--- config.mk ---
export PLATFORM = sky130hd
export DESIGN_NAME = irqc_top
export DESIGN_NICKNAME = d
export VERILOG_FILES = /design/src/rtl/irqc_pkg.sv /design/src/rtl/irqc_rd_decode.sv /design/src/rtl/irqc_flags.sv /design/src/rtl/irqc_drive.sv /design/src/rtl/irqc_rdport.sv /design/src/rtl/irqc_top.sv
export SDC_FILE = /design/constraint.sdc
export NUM_CORES = 1
export LEC_CHECK = 0
export CORE_MARGIN = 2
export CORE_UTILIZATION = 59
export CTS_BUF_LIST = sky130_fd_sc_hd__clkbuf_8
export DETAILED_ROUTE_END_ITERATION = 8
export DONT_BUFFER_PORTS = 1
export HOLD_SLACK_MARGIN = 0.06
export PLACE_DENSITY = 0.8
export SLEW_MARGIN = 10
export SYNTH_ARGS = -nofsm -noshare
export SYNTH_HDL_FRONTEND = slang
export SYNTH_HIERARCHICAL = 1
export SYNTH_SLANG_ARGS = --single-unit
--- constraint.sdc ---
create_clock -name clk -period 2.4 [get_ports clk]
set_input_delay 0.48 -clock clk [delete_from_list [all_inputs] [get_ports clk]]
set_output_delay 0.48 -clock clk [all_outputs]
set_load 0.02 [all_outputs]
--- src/rtl/irqc_pkg.sv ---
package irqc_pkg;
  typedef enum logic [1:0] {
    RD_NONE  = 2'd0,
    RD_PLAIN = 2'd1,
    RD_CLEAR = 2'd2
  } rd_kind_e;
endpackage

--- src/rtl/irqc_rd_decode.sv ---
module irqc_rd_decode
  import irqc_pkg::*;
#(
  parameter int ADDR_W = 6,
  parameter logic [ADDR_W-1:0] STAT_ADDR = 6'h0B,
  parameter logic [ADDR_W-1:0] CLR_ADDR  = 6'h0C
) (
  input  logic              rd_start,
  input  logic [ADDR_W-1:0] rd_addr,
  input  logic              busy,
  output rd_kind_e          kind
);
  always_comb begin
    kind = RD_NONE;
    if (rd_start && !busy) begin
      if (rd_addr == CLR_ADDR)       kind = RD_CLEAR;
      else if (rd_addr == STAT_ADDR) kind = RD_PLAIN;
    end
  end
endmodule

--- src/rtl/irqc_flags.sv ---
module irqc_flags
  import irqc_pkg::*;
#(
  parameter int NSRC = 16
) (
  input  logic            clk,
  input  logic            rst,
  input  logic [NSRC-1:0] evt_i,
  input  rd_kind_e        kind,
  input  logic            rd_done,
  output logic [NSRC-1:0] status_q,
  output logic [NSRC-1:0] status_nx,
  output logic [NSRC-1:0] pend_q,
  output logic            busy_q,
  output logic            busy_nx
);
  logic [NSRC-1:0] snap_q;
  logic [NSRC-1:0] pend_nx;
  logic [NSRC-1:0] snap_nx;
  logic            start_clr;
  logic            finish;

  assign start_clr = (kind == RD_CLEAR);
  assign finish    = busy_q && rd_done;

  always_comb begin
    busy_nx = busy_q;
    if (start_clr)   busy_nx = 1'b1;
    else if (finish) busy_nx = 1'b0;
  end

  for (genvar i = 0; i < NSRC; i++) begin : g_bit
    always_comb begin
      status_nx[i] = status_q[i];
      pend_nx[i]   = pend_q[i];
      snap_nx[i]   = snap_q[i];
      if (start_clr) begin
        snap_nx[i] = status_q[i];
        pend_nx[i] = evt_i[i];
      end else if (finish) begin
        status_nx[i] = (status_q[i] & ~snap_q[i]) | pend_q[i] | evt_i[i];
        pend_nx[i]   = 1'b0;
        snap_nx[i]   = 1'b0;
      end else if (busy_q) begin
        pend_nx[i] = pend_q[i] | evt_i[i];
      end else begin
        status_nx[i] = status_q[i] | evt_i[i];
      end
    end

    always_ff @(posedge clk) begin
      if (rst) begin
        status_q[i] <= 1'b0;
        pend_q[i]   <= 1'b0;
        snap_q[i]   <= 1'b0;
      end else begin
        status_q[i] <= status_nx[i];
        pend_q[i]   <= pend_nx[i];
        snap_q[i]   <= snap_nx[i];
      end
    end
  end

  always_ff @(posedge clk) begin
    if (rst) busy_q <= 1'b0;
    else     busy_q <= busy_nx;
  end
endmodule

--- src/rtl/irqc_drive.sv ---
module irqc_drive #(
  parameter int NSRC = 16
) (
  input  logic            clk,
  input  logic            rst,
  input  logic            en_we,
  input  logic [NSRC-1:0] en_wdata,
  input  logic [NSRC-1:0] status_nx,
  input  logic            busy_nx,
  output logic [NSRC-1:0] en_q,
  output logic            irq_n
);
  logic [NSRC-1:0] en_nx;
  logic            fire_nx;

  assign en_nx   = en_we ? en_wdata : en_q;
  assign fire_nx = (|(status_nx & en_nx)) && !busy_nx;

  always_ff @(posedge clk) begin
    if (rst) begin
      en_q  <= '0;
      irq_n <= 1'b1;
    end else begin
      en_q  <= en_nx;
      irq_n <= ~fire_nx;
    end
  end
endmodule

--- src/rtl/irqc_rdport.sv ---
module irqc_rdport
  import irqc_pkg::*;
#(
  parameter int NSRC = 16
) (
  input  logic            clk,
  input  logic            rst,
  input  rd_kind_e        kind,
  input  logic [NSRC-1:0] status_q,
  output logic [NSRC-1:0] rd_data
);
  always_ff @(posedge clk) begin
    if (rst)                  rd_data <= '0;
    else if (kind != RD_NONE) rd_data <= status_q;
  end
endmodule

--- src/rtl/irqc_top.sv ---
module irqc_top
  import irqc_pkg::*;
#(
  parameter int NSRC = 16,
  parameter int ADDR_W = 6,
  parameter logic [ADDR_W-1:0] STAT_ADDR = 6'h0B,
  parameter logic [ADDR_W-1:0] CLR_ADDR  = 6'h0C
) (
  input  logic              clk,
  input  logic              rst,
  input  logic [NSRC-1:0]   evt_i,
  input  logic              en_we,
  input  logic [NSRC-1:0]   en_wdata,
  input  logic              rd_start,
  input  logic [ADDR_W-1:0] rd_addr,
  input  logic              rd_done,
  output logic [NSRC-1:0]   rd_data,
  output logic              irq_n
);
  rd_kind_e        kind;
  logic [NSRC-1:0] status_q, status_nx, pend_q, en_q;
  logic            busy_q, busy_nx;

  irqc_rd_decode #(.ADDR_W(ADDR_W), .STAT_ADDR(STAT_ADDR), .CLR_ADDR(CLR_ADDR)) u_dec (
    .rd_start(rd_start), .rd_addr(rd_addr), .busy(busy_q), .kind(kind)
  );

  irqc_flags #(.NSRC(NSRC)) u_flags (
    .clk(clk), .rst(rst), .evt_i(evt_i), .kind(kind), .rd_done(rd_done),
    .status_q(status_q), .status_nx(status_nx), .pend_q(pend_q),
    .busy_q(busy_q), .busy_nx(busy_nx)
  );

  irqc_drive #(.NSRC(NSRC)) u_drive (
    .clk(clk), .rst(rst), .en_we(en_we), .en_wdata(en_wdata),
    .status_nx(status_nx), .busy_nx(busy_nx), .en_q(en_q), .irq_n(irq_n)
  );

  irqc_rdport #(.NSRC(NSRC)) u_rdport (
    .clk(clk), .rst(rst), .kind(kind), .status_q(status_q), .rd_data(rd_data)
  );
endmodule

==> flow_metrics.env <==
export IMPL_worstPathMaxFanout=19
export IMPL_postSynthCellCount=425
export IMPL_fmax_ghz=0.454
export IMPL_nNetsFinal=465
export IMPL_coreArea_um2=5990
export IMPL_wire_per_inst_um=17.4
export IMPL_io_buffers=0
export IMPL_via_per_inst=6.26
export IMPL_cap_violations=0
export IMPL_synth_main_ff_cell="dfxtp_1"
export IMPL_fin_skew_ns=0.00696
export IMPL_syn2layout_area_growth_pct=7.07
export IMPL_whs_path_depth=1
export IMPL_synth_nets=468
export IMPL_drc=0
export IMPL_cp_required_ns=2.70
export IMPL_grt_max_degree=68
export IMPL_gp_congestion=0.894
export IMPL_drtIter0Drc=294
export IMPL_synthTopCellsByArea="dfxtp_1 45%, a21oi_1 8.8%, o21ai_0 4.3%, mux2i_1 4.1%, nand2_1 3.5%"
export IMPL_use_met1_pct=34.4
export IMPL_holdBufCountCts=0
export IMPL_track_usage_pct=25.9
export IMPL_finalSetupViolCount=0
export IMPL_cts_sinks=82
export IMPL_cp_arrival_ns=2.50
export IMPL_die_y_um=83
export IMPL_synth_distinct_cells=36
export IMPL_synth_most_common_cell="dfxtp_1"
export IMPL_grt_use_met3_pct=6.66
export IMPL_crit_reg2reg_launch="u_flags/busy_q"
export IMPL_crit_end="u_drive/irq_n"
export IMPL_first_pass_iters=4
export IMPL_hpwl_mm=5.94
export IMPL_path_class="flop to flop"
export IMPL_clk_path_buf_depth=2
export IMPL_h_tree_depth=3
export IMPL_p_leak_nw=1.48
export IMPL_yosysSeqAreaShare_pct=44.6
export IMPL_postSynthAreaPerCell_um2=8.66
export IMPL_fp_dieArea_um2=6890
export IMPL_critPathLaunch="u_flags/busy_q"
export IMPL_post_cts_buffers=0
export IMPL_clkTransAtPathRegs_ns=0.08
export IMPL_synth_top_area_cell="dfxtp_1"
export IMPL_status="complete, no violations"
export IMPL_fin_util_pct=65.8
export IMPL_grt_pass1_wl_mm=14.4
export IMPL_critPathLaunchType="flop"
export IMPL_slew_headroom_pct=49.3
export IMPL_rr_endpoint="u_drive/irq_n"
export IMPL_antenna_found_initial=0
export IMPL_tightestPinTransition_ns=0.760
export IMPL_hold_viol_final=0
export IMPL_diodes=0
export IMPL_wirelength_mm=8.74
export IMPL_grt_pass1_vias=2920
export IMPL_synth_common_cells="82 x dfxtp_1, 65 x a21oi_1, 34 x nand2_1"
export IMPL_p_total_mw=2.52
export IMPL_r2r_worst_path_cells=11
export IMPL_yosys_warnings=6
export IMPL_synthArstFlopShare_pct=0
export IMPL_synth_edf_count=0
export IMPL_n_fill_cell=494
export IMPL_synth_area_um2=3680
export IMPL_clock_root_buffer="clkbuf_8"
export IMPL_p_per_area_nw_per_um2=640
export IMPL_synth_top_area_share_pct=44.6
export IMPL_layout_drive_gt1_share_pct=12.6
export IMPL_vias=3143
export IMPL_clk_latency_ns=0.35
export IMPL_grtUsageMet2_pct=38.2
export IMPL_chipWidth_um=83
export IMPL_cts_buffers=9
export IMPL_cts_resized=0
export IMPL_min_period_ns=2.20
export IMPL_num_io_pins=60
export IMPL_ir_drop_v=0.000555
export IMPL_min_period_over_period_pct=91.8
export IMPL_postRouteAntennaNets=0
export IMPL_ys_ff_latch=82
export IMPL_grt_ovfl_total=0
export IMPL_busiest_layer="met2"
export IMPL_r2r_slack_ns=0.20
export IMPL_maxSlewViolCount=0
export IMPL_rsz0062_at_grt="false"
export IMPL_cts_tree="done"
export IMPL_worstHoldPathType="input pin to flop"
export IMPL_rows=28
export IMPL_endpoint_kind="flop"
export IMPL_start_util_pct=61.5
## through the flow
stage / setup TNS [ns] / setup WS [ns] / cell area, um2 / std cells / hold WS [ns]
2_1_floorplan: 0 / 0.00554 / 3710 / 425 / 0.437
3_3_place_gp: -0.0119 / -0.0119 / 3760 / 486 / 0.442
3_5_place_dp: -0.0514 / -0.0514 / 3760 / 486 / 0.447
4_1_cts: 0 / 0.190 / 3940 / 502 / 0.170
5_1_grt: 0 / 0.0290 / 3940 / 502 / 0.173
6_report: 0 / 0.196 / 3940 / 502 / 0.204
## power by group
part | total, mW | leakage (nW) | internal, mW | switching (mW)
Combinational | 0.160 | 0.701 | 0.0764 | 0.0833
Sequential | 1.44 | 0.670 | 1.40 | 0.0391
Clock | 0.919 | 0.105 | 0.450 | 0.469
Total | 2.52 | 1.48 | 1.93 | 0.591
## layout make-up
cell class	instances	area (um2)	share of cell area (%)
clock buffers	12	165	4.19
clock inverters	4	17.5	0.444
multi-input cells	281	1750	44.5
inverters	27	101	2.57
repair buffers	21	170	4.32
flip-flops and latches	82	1640	41.6
well taps	75	93.8	2.38
## per-layer routing
layer	vias to the layer above	part of all wire, %
li1	1532	-
met1	1472	41
met2	114	48
met3	25	7.0
met4	0	3.7
met5	-	0
## cell families after synthesis
group / Yosys count / share of synthesized area (%)
multiplexers: 16 / 4.45
AO/OA/AOI/OAI: 155 / 26.4
buffers and inverters: 62 / 8.73
AND/OR/NAND/NOR: 110 / 15.8
flip-flops: 82 / 44.6
## cell usage in the layout, fill, tap and decap left out, drive strengths merged
master	synthesis	routed
o2bb2ai	8	8
a2111oi	8	8
nand2b	3	3
mux2i	16	16
nor4	3	3
nand4bb	2	2
buf	20	21
nand3	24	24
nor2b	1	1
nor2	24	24
a31o	8	8
and2	1	1
nor4b	1	1
a211oi	8	8
nand2	35	35
dfxtp	82	82
or3b	16	16
a31oi	8	8
a211o	1	1
inv	26	28
a21oi	65	65
clkinv	1	3
o2111a	8	8
o21ai	33	33
o22ai	8	8
clkbuf	15	12
## how the worst min path moves through the flow
stage	start	to	slack, ns
global route	rst	u_drive/en_q[10]	0.17
CTS	rst	u_flags/status_q[14]	0.17
finish	rst	u_drive/en_q[4]	0.20
global placement	u_flags/pend_q[2]	u_flags/pend_q[2]	0.44
detailed placement	u_flags/pend_q[1]	u_flags/pend_q[1]	0.45
floorplan	u_flags/pend_q[0]	u_flags/pend_q[0]	0.44
## flip-flops by register name (all words and copies together) (netlist names)
name	cells
u_flags/pend_q	16
u_drive/en_q	16
u_drive/irq_n	1
u_flags/busy_q	1
u_rdport/rd_data	16
u_flags/status_q	16
u_flags/snap_q	16
## critical path, stage by stage (launching register included)
cell,delay [ns]
dfxtp_1,0.31
nand2b_1,0.21
nor4b_4,0.24
nand2b_2,0.21
buf_12,0.16
buf_4,0.16
nand3_1,0.11
o2bb2ai_1,0.14
inv_1,0.06
o22ai_1,0.06
nor4_1,0.32
a211o_1,0.17
Power figures use the tool's default switching activity.
